--- config.mk ---
export PLATFORM = sky130hd
export DESIGN_NAME = can_busoff_monitor
export DESIGN_NICKNAME = d
export VERILOG_FILES = /design/src/rtl/can_bo_pkg.sv /design/src/rtl/can_err_classify.sv /design/src/rtl/can_idle_counter.sv /design/src/rtl/can_busoff_monitor.sv
export SDC_FILE = /design/constraint.sdc
export NUM_CORES = 1
export LEC_CHECK = 0
export ABC_AREA = 0
export BUFFER_PORTS_ARGS = -buffer_cell sky130_fd_sc_hd__buf_4
export CAP_MARGIN = 20
export CORE_AREA = 2 2 60 62
export DETAILED_ROUTE_END_ITERATION = 8
export DIE_AREA = 0 0 62 64
export PLACE_DENSITY_LB_ADDON = 0.1
export SYNTH_ARGS = -nofsm -noshare
export SYNTH_HDL_FRONTEND = slang
export SYNTH_SLANG_ARGS = --single-unit
--- constraint.sdc ---
create_clock -name clk -period 4.5 [get_ports clk]
set_input_delay 0.675 -clock clk [delete_from_list [all_inputs] [get_ports clk]]
set_output_delay 0.675 -clock clk [all_outputs]
set_load 0.05 [all_outputs]
--- src/rtl/can_bo_pkg.sv ---
package can_bo_pkg;

  typedef enum logic [1:0] {
    LVL_ACTIVE  = 2'd0,
    LVL_WARN    = 2'd1,
    LVL_PASSIVE = 2'd2,
    LVL_BUSOFF  = 2'd3
  } err_level_t;

  typedef enum logic [2:0] {
    ST_ACTIVE   = 3'd0,
    ST_WARN     = 3'd1,
    ST_PASSIVE  = 3'd2,
    ST_BO_WAIT  = 3'd3,
    ST_BO_HELD  = 3'd4,
    ST_BO_COUNT = 3'd5,
    ST_BO_DRAIN = 3'd6
  } mon_state_t;

  function automatic err_level_t level_of(mon_state_t s);
    case (s)
      ST_ACTIVE:  return LVL_ACTIVE;
      ST_WARN:    return LVL_WARN;
      ST_PASSIVE: return LVL_PASSIVE;
      default:    return LVL_BUSOFF;
    endcase
  endfunction

endpackage

--- src/rtl/can_err_classify.sv ---
module can_err_classify
  import can_bo_pkg::*;
#(
  parameter int TEC_W    = 9,
  parameter int REC_W    = 8,
  parameter int WARN_LIM = 96,
  parameter int PASS_LIM = 128,
  parameter int BO_LIM   = 256
) (
  input  logic [TEC_W-1:0] tec,
  input  logic [REC_W-1:0] rec,
  output err_level_t       lvl
);

  logic is_bo, is_pass, is_warn;

  // Thresholds compared in 32-bit space so any counter width works
  assign is_bo   = int'(tec) >= BO_LIM;
  assign is_pass = (int'(tec) >= PASS_LIM) || (int'(rec) >= PASS_LIM);
  assign is_warn = (int'(tec) >= WARN_LIM) || (int'(rec) >= WARN_LIM);

  always_comb begin
    if (is_bo)        lvl = LVL_BUSOFF;
    else if (is_pass) lvl = LVL_PASSIVE;
    else if (is_warn) lvl = LVL_WARN;
    else              lvl = LVL_ACTIVE;
  end

endmodule

--- src/rtl/can_idle_counter.sv ---
module can_idle_counter #(
  parameter int RUN_LEN   = 11,
  parameter int IDLE_NEED = 128
) (
  input  logic clk,
  input  logic rst_n,
  input  logic en,
  input  logic bit_stb,
  input  logic bit_rec,
  output logic idle_done
);

  localparam int RUN_W  = $clog2(RUN_LEN);
  localparam int IDLE_W = $clog2(IDLE_NEED + 1);

  logic [RUN_W-1:0]  run_q;
  logic [IDLE_W-1:0] idle_q;
  logic              run_end;

  assign run_end   = run_q == RUN_W'(RUN_LEN - 1);
  assign idle_done = idle_q == IDLE_W'(IDLE_NEED);

  always_ff @(posedge clk or negedge rst_n) begin
    if (!rst_n) begin
      run_q  <= '0;
      idle_q <= '0;
    end else if (!en) begin
      run_q  <= '0;
      idle_q <= '0;
    end else if (bit_stb) begin
      if (!bit_rec) begin
        run_q <= '0;                       // dominant: restart the run only
      end else if (run_end) begin
        run_q <= '0;
        if (!idle_done) idle_q <= idle_q + 1'b1;
      end else begin
        run_q <= run_q + 1'b1;
      end
    end
  end

  AST_RUN_RANGE: assert property (@(posedge clk) disable iff (!rst_n)
    int'(run_q) < RUN_LEN);

  AST_DOMINANT_KEEPS_IDLE: assert property (@(posedge clk) disable iff (!rst_n)
    (en && bit_stb && !bit_rec) |=> (idle_q == $past(idle_q)));

  AST_IDLE_CAP: assert property (@(posedge clk) disable iff (!rst_n)
    int'(idle_q) <= IDLE_NEED);

endmodule

--- src/rtl/can_busoff_monitor.sv ---
module can_busoff_monitor
  import can_bo_pkg::*;
#(
  parameter int TEC_W     = 9,
  parameter int REC_W     = 8,
  parameter int WARN_LIM  = 96,
  parameter int PASS_LIM  = 128,
  parameter int BO_LIM    = 256,
  parameter int RUN_LEN   = 11,
  parameter int IDLE_NEED = 128
) (
  input  logic             clk,
  input  logic             rst_n,
  input  logic             bit_stb,
  input  logic             bus_rec,
  input  logic [TEC_W-1:0] tx_err_cnt,
  input  logic [REC_W-1:0] rx_err_cnt,
  input  logic             reset_mode,
  output logic [31:0]      status_word,
  output logic             state_evt,
  output logic             abort_all,
  output logic             drain_valid,
  input  logic             drain_ready,
  output logic             cnt_clear
);

  localparam int FLAG_WARN = 17;
  localparam int FLAG_PASS = 18;
  localparam int FLAG_BO   = 19;

  mon_state_t st_q, st_d;
  err_level_t cls_lvl, cur_lvl, nxt_lvl;
  logic       idle_done;
  logic       drain_fire;
  logic [7:0] tec_field, rec_field;

  can_err_classify #(
    .TEC_W(TEC_W), .REC_W(REC_W),
    .WARN_LIM(WARN_LIM), .PASS_LIM(PASS_LIM), .BO_LIM(BO_LIM)
  ) u_classify (
    .tec(tx_err_cnt),
    .rec(rx_err_cnt),
    .lvl(cls_lvl)
  );

  can_idle_counter #(.RUN_LEN(RUN_LEN), .IDLE_NEED(IDLE_NEED)) u_idle (
    .clk      (clk),
    .rst_n    (rst_n),
    .en       (st_q == ST_BO_COUNT),
    .bit_stb  (bit_stb),
    .bit_rec  (bus_rec),
    .idle_done(idle_done)
  );

  assign drain_valid = (st_q == ST_BO_DRAIN);
  assign drain_fire  = drain_valid && drain_ready;

  always_comb begin
    st_d = st_q;
    case (st_q)
      ST_ACTIVE, ST_WARN, ST_PASSIVE: begin
        case (cls_lvl)
          LVL_BUSOFF:  st_d = ST_BO_WAIT;
          LVL_PASSIVE: st_d = ST_PASSIVE;
          LVL_WARN:    st_d = ST_WARN;
          default:     st_d = ST_ACTIVE;
        endcase
      end
      ST_BO_WAIT:  if (reset_mode)  st_d = ST_BO_HELD;
      ST_BO_HELD:  if (!reset_mode) st_d = ST_BO_COUNT;
      ST_BO_COUNT: begin
        if (reset_mode)     st_d = ST_BO_HELD;
        else if (idle_done) st_d = ST_BO_DRAIN;
      end
      ST_BO_DRAIN: if (drain_ready) st_d = ST_ACTIVE;
      default:     st_d = ST_ACTIVE;
    endcase
  end

  assign cur_lvl = level_of(st_q);
  assign nxt_lvl = level_of(st_d);

  always_ff @(posedge clk or negedge rst_n) begin
    if (!rst_n) begin
      st_q      <= ST_ACTIVE;
      state_evt <= 1'b0;
      abort_all <= 1'b0;
      cnt_clear <= 1'b0;
    end else begin
      st_q      <= st_d;
      state_evt <= (nxt_lvl != cur_lvl);
      abort_all <= (nxt_lvl == LVL_BUSOFF) && (cur_lvl != LVL_BUSOFF);
      cnt_clear <= drain_fire;
    end
  end

  assign tec_field = (int'(tx_err_cnt) > 255) ? 8'hFF : 8'(tx_err_cnt);
  assign rec_field = (int'(rx_err_cnt) > 255) ? 8'hFF : 8'(rx_err_cnt);

  always_comb begin
    status_word            = '0;
    status_word[7:0]       = rec_field;
    status_word[15:8]      = tec_field;
    status_word[FLAG_WARN] = (cur_lvl == LVL_WARN);
    status_word[FLAG_PASS] = (cur_lvl == LVL_PASSIVE);
    status_word[FLAG_BO]   = (cur_lvl == LVL_BUSOFF);
  end

  AST_ONE_LEVEL: assert property (@(posedge clk) disable iff (!rst_n)
    $onehot0(status_word[FLAG_BO:FLAG_WARN]));

  AST_ABORT_ON_ENTRY: assert property (@(posedge clk) disable iff (!rst_n)
    abort_all |-> $rose(status_word[FLAG_BO]));

  AST_BUSOFF_LATCHED: assert property (@(posedge clk) disable iff (!rst_n)
    (status_word[FLAG_BO] && !drain_fire) |=> status_word[FLAG_BO]);

  AST_DRAIN_HOLD: assert property (@(posedge clk) disable iff (!rst_n)
    (drain_valid && !drain_ready) |=> drain_valid);

  AST_CLEAR_WITH_EVT: assert property (@(posedge clk) disable iff (!rst_n)
    cnt_clear |-> (state_evt && (status_word[FLAG_BO:FLAG_WARN] == 3'b000)));

endmodule

==> results.tsv, run 1 <==
stage	metric	value	unit
power_and_ir_drop	p_leak	0.703	nW
synthesis	seq_area_frac_synth	35.1	%
synthesis	synthXorXnorAreaFrac	3.41	%
clock_network	post_cts_resized	0	
placement	placedCellCount	215	
timing	finClkSkew	0.00283	ns
detailed_routing	drt_iter0_markers	29	
power_and_ir_drop	powerDensity	424	nW/um^2
cells_and_area	multi_input_area	662	um^2
floorplanning	die_area	3970	um^2
synthesis	synth_compound_area_share	14.0	%
synthesis	netlist.area_leader.share	35.1	%
placement	placed_area	1470	um^2
placement	numPortBuffers	35	
synthesis	dominantRegCellSynth	dfrtp_1	
timing	fin_crit_sh	47.5	%
global_route	antenna_found_initial	0	
setup_path	worstReg2RegEnd	u_idle.idle_q[2]	
timing	setup_ws	2.36	ns
synthesis	synth_top_family_by_area	simple AND/OR/NAND/NOR gates	
synthesis	synthDistinctLibCells	42	
clock_network	clk_pin_slew_worst_paths	0.11	ns
clock_network	clk_latency	0.29	ns
timing	setup_viol	0	
floorplanning	ios	59	
global_route	grtUsageTotal	14.4	%
cells_and_area	fin_area	1500	um^2
setup_path	r2r_cells	6	
clock_network	cts_sinks	18	
timing	rsz0062_at_grt	false	
setup_path	critical_path.endpoint_type	output port	
synthesis	synthSimpleGateAreaFrac	26.5	%
clock_network	cts_tree	built	
timing	setup_tns	0	ns
setup_path	r2r-start	u_idle.run_q[0]	
outcome	status	finished clean	
setup_path	slowest_stage	dfrtp_1	
detailed_routing	drtPass1Iterations	5	
worst_hold_path	hold_path.class	primary input to asynchronous set/reset pin	
cells_and_area	fin_cells	219	
global_route	first_global_vias	993	
cells_and_area	utilization	45.8	%
clock_network	numCtsBuffers	3	
setup_path	r2r_slack	2.66	ns
floorplanning	die_h	64	um
synthesis	syn_area	1280	um^2
detailed_routing	ant_nets	0	
cells_and_area	area_growth	17.2	%
synthesis	synth_edf_count	0	
clock_network	cts_setup_buffers	0	
cells_and_area	drive_gt1_share	28.9	%
floorplanning	start_util	39.0	%
detailed_routing	wirelength	2580	um
synthesis	synthArstFlopShare	100	%
detailed_routing	drc	0	
detailed_routing	vias	1040	
synthesis	avgSynthCellArea	8.61	um^2
detailed_routing	viasPerCell	4.75	
timing	max_freq	0.468	GHz
setup_path	cp.arrival	1.46	ns
cells_and_area	antennaDiodeCount	0	
setup_path	cp_slowest_stage_delay	0.53	ns
setup_path	cp.required	3.83	ns
synthesis	synth-seq-cells	18	
synthesis	yosys-top-cells-area	dfrtp_1, buf_4, a21oi_1, ha_1, or2_2	
synthesis	netlist_instances	149	
cells_and_area	seqCellArea	450	um^2
synthesis	yosys_warnings	0	
power_and_ir_drop	p_total	0.638	mW
timing	maxSlewViolCount	0	
setup_path	crit_type	register to output port	
clock_network	cts_root_buf	clkbuf_4	
timing	fin_crit	2.14	ns
timing	hold_violations	0	
floorplanning	rows	21	
placement	gp_congestion	0.817	
clock_network	htreeDepth	1	
placement	post-place-ws	2.51	ns
placement	hpwl	1950	um
detailed_routing	avgRoutedWirePerCell	11.8	um
setup_path	cp-startpoint	st_q[0]	
clock_network	holdBufCountCts	0	
setup_path	critPathMaxFanout	13	
cells_and_area	fillers	336	
synthesis	synth-adder-area-share	3.90	%
floorplanning	die_w	62	um
clock_network	clock_path_buffers	2	
setup_path	cp_cell_sequence	a21oi_1 -> inv_1 -> buf_4	
setup_path	critPathLaunchType	register	
global_route	grt_first_pass_wirelength	4370	um
global_route	grt_overflow	0	
global_route	grt_max_degree	19	
synthesis	synthMuxAreaShare	0	%
floorplanning	coreArea	3280	um^2
cells_and_area	fin_nets	201	
run	maxCapViolations	0	
synthesis	yosys.area.top_type	dfrtp_1	
power_and_ir_drop	vdd_ir_drop_max	0.260	mV
timing	hold_ws	0.229	ns
## cell type report
type | count | share of cell area (%)
multi-input combinational | 107 | 44.0
inverter | 9 | 2.25
timing repair buffer | 35 | 17.5
clock buffer | 4 | 2.41
sequential | 18 | 30.0
tap | 46 | 3.83
## critical path: cells and delay by family, from the launching register on
family,cells,cell delay [ns]
flops,1,0.53
buf+inv,2,0.27
compound gates,1,0.37
## layout by cell type, fill, tap and decap left out, types with 2 or more instances in the layout
cell type	n
o21ai_0	5
nor3_1	3
nor4_1	3
nand3b_1	2
o31ai_1	2
a21oi_1	11
ha_1	4
clkbuf_4	3
nand3_1	4
nand2b_1	3
nand2_1	6
buf_4	35
dfrtp_1	18
a22oi_1	2
conb_1	13
xnor2_1	5
or2_2	8
inv_1	9
nand4_1	2
or3_1	2
nor2_1	11
nor2b_1	3
## layer usage
layer  up-vias  routed length (um)  track usage, %  part of all wire (%)
met4         0                  29            5.05                   1.1
met3         4                  82            2.43                   3.2
met2        24                1360            24.5                    53
li1        526                   -               -                     -
met5         -                   0               0                     0
met1       486                1100            17.6                    43
## report_power, final
group	total, mW	switching, mW	internal, mW
logic	0.310	0.213	0.0974
registers	0.227	0.0426	0.185
clock network	0.100	0.0508	0.0492
total	0.638	0.306	0.331
## flip-flops by register name, indices dropped and copies added (netlist names)
name           count
state_evt          1
st_q               3
abort_all          1
u_idle.idle_q      8
cnt_clear          1
u_idle.run_q       4
## Yosys cell counts (3+ instances only)
cell type	number
a21oi_1	11
nand2b_1	3
nor4_1	3
xnor2_1	5
nor2b_1	3
nand3_1	4
dfrtp_1	18
clkbuf_1	4
or2_2	8
nor2_1	11
buf_4	21
nor3_1	3
ha_1	4
o21ai_0	5
inv_1	9
nand2_1	6
## cell families (layout without fill, tap and decap cells)
logic type	after synthesis	count (layout)
simple gates	57	57
buf+inv	36	48
xor+xnor	5	5
compound gates	28	28
other cells	1	13
flops	18	18
fa+ha+maj	4	4
## how the worst max path moves through the flow
stage	slack (ns)	cells past startpoint	end
2_1_floorplan	2.35	3	status_word[18]
3_3_place_gp	2.53	3	status_word[9]
3_5_place_dp	2.51	3	status_word[8]
4_1_cts	2.36	3	status_word[19]
5_1_grt	2.27	3	status_word[19]
6_report	2.36	3	status_word[19]
No activity file was read; power rests on OpenSTA's default activity.
==> inputs of run 2 (changes only) <==
==> constraint.sdc (replaced) <==
create_clock -name clk -period 1.8 [get_ports clk]
set_input_delay 0.27 -clock clk [delete_from_list [all_inputs] [get_ports clk]]
set_output_delay 0.27 -clock clk [all_outputs]
set_load 0.05 [all_outputs]
==> run 2 against run 1 <==
  * Non-clock buffer count increased by 2
  * Clock-buffer cell count unchanged
  * Power increased to 2.5 times the previous value
  * Die area unchanged
  * Via count increased by 4.4%
  * First-iteration DRC count increased by 86%
  * Clock power increased to 2.5 times the previous value
  * Critical path type unchanged
==> results.tsv, run 2 (synthesis gave the netlist of run 1 again) <==
stage	metric	value	unit	change
outcome	status	finished clean		
placement	numPortBuffers	35		unchanged
detailed_routing	drtPass1Iterations	6		+1
detailed_routing	viasPerCell	4.91		+3.5%
cells_and_area	top_register	u_idle.idle_q		
detailed_routing	wirelength	2730	um	+6.0%
global_route	grt_overflow	0		unchanged
placement	hpwl	2060	um	+5.3%
power_and_ir_drop	p_leak	0.711	nW	+1.1%
clock_network	cts_sinks	18		unchanged
timing	relSlewSlack	65.5	%	
detailed_routing	drt_iter0_markers	54		+86%
timing	max_freq	0.593	GHz	
timing	fin_crit	1.68	ns	
floorplanning	ios	59		unchanged
cells_and_area	largest_reg_flops	8		unchanged
global_route	grt_first_pass_wirelength	4350	um	-0.48%
cells_and_area	final_common_cell	buf_4		
cells_and_area	drive_gt1_share	33.7	%	+4.8 points
worst_hold_path	hold_path.class	primary input to register		
run	maxCapViolations	0		unchanged
power_and_ir_drop	powerDensity	1050	nW/um^2	+150%
timing	finClkSkew	0.0129	ns	+0.0101 ns
floorplanning	coreArea	3280	um^2	unchanged
placement	gp_congestion	0.797		-2.4%
timing	rsz0062_at_grt	false		
timing	worst_pin_slew	0.516	ns	
floorplanning	die_w	62	um	unchanged
floorplanning	rows	21		unchanged
global_route	antenna_found_initial	0		unchanged
clock_network	clk_pin_slew_worst_paths	0.10	ns	about the same
setup_path	critPathLaunchType	register		
setup_path	crit_type	register to output port		
clock_network	cts_root_buf	clkbuf_4		
timing	setup_tns	0	ns	unchanged
setup_path	cp.required	1.53	ns	-2.30 ns
timing	setup_viol	0		unchanged
setup_path	cp.arrival	1.41	ns	-0.05 ns
cells_and_area	antennaDiodeCount	0		unchanged
cells_and_area	area_growth	20.3	%	
timing	setup_ws	0.115	ns	-2.25 ns
detailed_routing	vias	1086		+4.4%
timing	hold_violations	0		unchanged
global_route	grt_max_degree	19		unchanged
clock_network	htreeDepth	1		unchanged
placement	post-place-ws	0.118	ns	-2.39 ns
cells_and_area	reg_top3	u_idle.idle_q (8), u_idle.run_q (4), st_q (3)		
cells_and_area	utilization	47.0	%	+1.2 points
clock_network	cts_setup_buffers	0		unchanged
cells_and_area	final_cell_mix	buf_4, dfrtp_1, conb_1		
global_route	first_global_vias	960		-3.3%
detailed_routing	ant_nets	0		unchanged
floorplanning	die_area	3970	um^2	unchanged
setup_path	critPathMaxFanout	11		-2
setup_path	critical_path.endpoint_type	output port		
detailed_routing	avgRoutedWirePerCell	12.4	um	+5.0%
cells_and_area	fin_nets	203		+1.0%
clock_network	numCtsBuffers	3		unchanged
detailed_routing	drc	0		unchanged
clock_network	clock_path_buffers	2		unchanged
clock_network	cts_tree	built		
timing	fin_crit_sh	93.6	%	
floorplanning	die_h	64	um	unchanged
clock_network	clk_latency	0.30	ns	about the same
floorplanning	start_util	39.0	%	unchanged
timing	maxSlewViolCount	0		unchanged
power_and_ir_drop	vdd_ir_drop_max	0.660	mV	+150%
global_route	grtUsageTotal	14.3	%	-0.10 points
==> run 2: through the flow <==
step                std cells  hold slack (ns)  instance area, um^2  total power, mW
floorplan                 161          -0.0256                 1330             1.20
global placement          216            0.154                 1470             1.35
CTS                       221            0.177                 1520             1.61
detailed placement        216            0.150                 1470             1.36
global route              221            0.164                 1540             1.70
finish                    221            0.191                 1540             1.62
==> run 2: metal layers <==
metal / GRT usage, % / part of all wire (%) / vias to the layer above
met5: 0 / 0 / -
met1: 16.8 / 41 / 519
met4: 3.72 / 0.77 / 0
li1: - / - / 533
met3: 4.05 / 4.2 / 4
met2: 24.5 / 54 / 30
==> run 2: power by group <==
part	switching (mW)	total [mW]	internal, mW	leakage (nW)
Combinational	0.538	0.787	0.249	0.449
Sequential	0.114	0.579	0.465	0.241
Clock	0.129	0.253	0.123	0.0210
==> run 2: layout make-up <==
cell class / count / area, um^2
tap: 46 / 57.6
inverter: 9 / 33.8
multi-input combinational: 107 / 683
sequential: 18 / 452
timing repair buffer: 37 / 280
clock buffer: 4 / 36.3
fill: 336 / 1740
==> run 2: worst paths after layout <==
kind                                  startpoint               end  slack (ns)  depth (start not counted)
worst max-delay path                     st_q[2]   status_word[18]        0.12                          3
worst min-delay path                  reset_mode           st_q[1]        0.19                          2
worst max register to register   u_idle.run_q[0]  u_idle.idle_q[2]        0.12                          6
worst min register to register  u_idle.idle_q[7]  u_idle.idle_q[7]        0.59                          2
max in group asynchronous                  rst_n           st_q[1]        1.20                          2
min in group asynchronous                  rst_n  u_idle.idle_q[6]        0.37                          2
==> run 2: what timing repair did <==
| item | 4_1_cts | 5_1_grt |
|---|---|---|
| hold endpoints to repair | 18 | 0 |
| setup endpoints to repair | 0 | 5 |
| hold buffers | 1 | 0 |
| resized for setup | 0 | 8 |
==> run 2: critical path: stages (launching register included) <==
cell,delay [ns]
dfrtp_1,0.52
nor2b_1,0.21
nor2b_1,0.18
buf_4,0.22
==> inputs of run 3 (changes only) <==
--- a/config.mk
+++ b/config.mk
@@ -9,9 +9,12 @@
 export BUFFER_PORTS_ARGS = -buffer_cell sky130_fd_sc_hd__buf_4
 export CAP_MARGIN = 20
 export CORE_AREA = 2 2 60 62
+export CTS_CLUSTER_SIZE = 12
 export DETAILED_ROUTE_END_ITERATION = 8
 export DIE_AREA = 0 0 62 64
 export PLACE_DENSITY_LB_ADDON = 0.1
+export REMOVE_ABC_BUFFERS = 1
+export SLEW_MARGIN = 20
 export SYNTH_ARGS = -nofsm -noshare
 export SYNTH_HDL_FRONTEND = slang
 export SYNTH_SLANG_ARGS = --single-unit
==> run 3 against run 2 <==
  * Worst hold slack lost 0.0020 ns
  * Register-to-register slack is essentially flat
  * Non-clock buffer count grew 2
  * Combinational power grew 5.7%
  * Power shrank 3.5%
  * Critical path depth grew 3
  * Clock skew shrank 0.0089 ns
  * Sequential share of layout area grew 0.28 points
  * Cell count grew 0.45%
  * Clock-buffer cell count shrank 1
  * Routed wire length shrank 1.7%
==> results.tsv, run 3 (synthesis gave the netlist of run 1 again) <==
stage	metric	value	unit	change
setup_path	r2r_slack	0.12	ns	about the same
power_and_ir_drop	p_leak	0.714	nW	+0.34%
clock_network	numCtsBuffers	3		unchanged
detailed_routing	drtPass1Iterations	4		-2
timing	finClkSkew	0.00404	ns	-0.00886 ns
global_route	grtUsageTotal	13.4	%	-0.81 points
placement	post-place-ws	0.0998	ns	-0.0182 ns
setup_path	cp.arrival	1.89	ns	+0.48 ns
placement	gp_congestion	0.790		-0.90%
timing	fin_crit_sh	93.4	%	-0.21 points
cells_and_area	fin_cells	222		+0.45%
power_and_ir_drop	p_comb_share	53.3	%	+4.7 points
power_and_ir_drop	seqPwrFrac	34.6	%	-1.2 points
cells_and_area	drive_gt1_share	30.1	%	-3.6 points
setup_path	critPathLaunchType	register		
detailed_routing	wirelength	2680	um	-1.7%
cells_and_area	area_growth	18.8	%	
cells_and_area	final_cell_mix	buf_4, dfrtp_1, conb_1		
clock_network	cts_root_buf	clkbuf_4		
timing	setup_ws	0.119	ns	+0.00382 ns
detailed_routing	vias	1091		+0.46%
global_route	first_global_vias	990		+3.1%
floorplanning	coreArea	3280	um^2	unchanged
cells_and_area	final_common_cell	buf_4		
detailed_routing	ant_nets	0		unchanged
cells_and_area	fillers	320		-4.8%
power_and_ir_drop	pwr-share-clk	12.1	%	-3.5 points
floorplanning	ios	59		unchanged
setup_path	cp-startpoint	u_idle.run_q[0]		
clock_network	clock_path_buffers	2		unchanged
power_and_ir_drop	p_int	0.800	mW	-4.4%
cells_and_area	fin_nets	205		+0.99%
timing	relSlewSlack	65.3	%	-0.26 points
placement	numPortBuffers	35		unchanged
detailed_routing	drt_iter0_markers	52		-3.7%
setup_path	critical_path.endpoint_type	register		
power_and_ir_drop	p_sw_share	48.8	%	+0.45 points
detailed_routing	avgRoutedWirePerCell	12.1	um	-2.2%
floorplanning	start_util	39.0	%	unchanged
timing	worst_pin_slew	0.520	ns	+0.00391 ns
worst_hold_path	hold_path.class	primary input to register		
floorplanning	die_w	62	um	unchanged
setup_path	crit_type	register to register		
setup_path	r2r_cells	6		unchanged
detailed_routing	drc	0		unchanged
power_and_ir_drop	p_total	1.56	mW	-3.5%
timing	max_freq	0.595	GHz	+0.23%
clock_network	cts_tree	built		
setup_path	r2r-start	u_idle.run_q[0]		
timing	hold_violations	0		unchanged
timing	setup_tns	0	ns	unchanged
global_route	grt_max_degree	19		unchanged
power_and_ir_drop	powerDensity	1020	nW/um^2	-2.3%
timing	setup_viol	0		unchanged
timing	maxSlewViolCount	0		unchanged
cells_and_area	multi_input_area	664	um^2	-2.7%
cells_and_area	utilization	46.4	%	-0.57 points
global_route	grt_overflow	0		unchanged
outcome	status	finished clean		
timing	rsz0062_at_grt	false		
cells_and_area	top_register	u_idle.idle_q		
cells_and_area	reg_top3	u_idle.idle_q (8), u_idle.run_q (4), st_q (3)		
power_and_ir_drop	vdd_ir_drop_max	0.513	mV	-22%
cells_and_area	largest_reg_flops	8		unchanged
clock_network	clk_latency	0.28	ns	-0.02 ns
setup_path	critPathMaxFanout	6		-5
floorplanning	die_area	3970	um^2	unchanged
detailed_routing	viasPerCell	4.91		about the same
global_route	grt_first_pass_wirelength	4150	um	-4.8%
clock_network	htreeDepth	1		unchanged
clock_network	cts_sinks	18		unchanged
setup_path	cp.required	2.00	ns	+0.47 ns
clock_network	clk_pin_slew_worst_paths	0.09	ns	about the same
setup_path	worstReg2RegEnd	u_idle.idle_q[2]		
placement	hpwl	2110	um	+2.6%
global_route	antenna_found_initial	0		unchanged
floorplanning	rows	21		unchanged
timing	fin_crit	1.68	ns	-0.00382 ns
setup_path	crit_end	u_idle.idle_q[2]		
floorplanning	die_h	64	um	unchanged
run	maxCapViolations	0		unchanged
cells_and_area	antennaDiodeCount	0		unchanged
power_and_ir_drop	p_switching	0.761	mW	-2.6%
placement	placedCellCount	217		+0.46%
cells_and_area	seqCellArea	450	um^2	-0.28%
## run 3: worst min-delay path by stage
stage          startpoint          endpoint  cells after the start
3_3_place_gp        rst_n  u_idle.idle_q[2]                      1
5_1_grt        reset_mode           st_q[1]                      2
2_1_floorplan       rst_n         abort_all                      0
4_1_cts        reset_mode           st_q[1]                      2
3_5_place_dp        rst_n  u_idle.idle_q[2]                      1
6_report       reset_mode           st_q[1]                      2
## run 3: what timing repair did
item,CTS,global route
setup buffers,0,1
endpoints found under the hold margin,18,0
endpoints found under the setup margin,0,1
hold buffers,1,0
resized for setup,0,1
## run 3: metal layers
metal	track usage [%]	wire (um)
met5	0	0
met4	3.19	21
met3	4.86	157
met2	22.7	1370
met1	15.8	1130
## run 3: metrics by stage
step	area (um^2)	hold WS, ns
6_report	1520	0.189
5_1_grt	1520	0.166
4_1_cts	1510	0.171
3_5_place_dp	1480	0.152
3_3_place_gp	1480	0.155
2_1_floorplan	1150	-0.0256
## run 3: power groups by stage
| stage | clock network (mW) | registers (mW) | logic [mW] |
|---|---|---|---|
| after floorplan | 0 | 0.633 | 0.469 |
| after global placement | 0 | 0.546 | 0.829 |
| after detailed placement | 0 | 0.549 | 0.830 |
| after CTS | 0.202 | 0.540 | 0.834 |
| after global routing | 0.229 | 0.555 | 0.883 |
| final | 0.189 | 0.540 | 0.832 |
## run 3: area by class of cell
cell class / count / share of cell area, %
multi-input combinational: 107 / 43.6
sequential: 18 / 29.6
timing repair buffer: 39 / 19.4
tap: 46 / 3.78
inverter: 9 / 2.22
clock buffer: 3 / 1.48
## run 3: worst max-delay path, stage by stage (launching register included)
cell and delay [ns]:
dfrtp_1 0.41, inv_1 0.09, ha_2 0.20, nand3b_4 0.10
or2_4 0.28, or4_1 0.40, a21oi_1 0.13
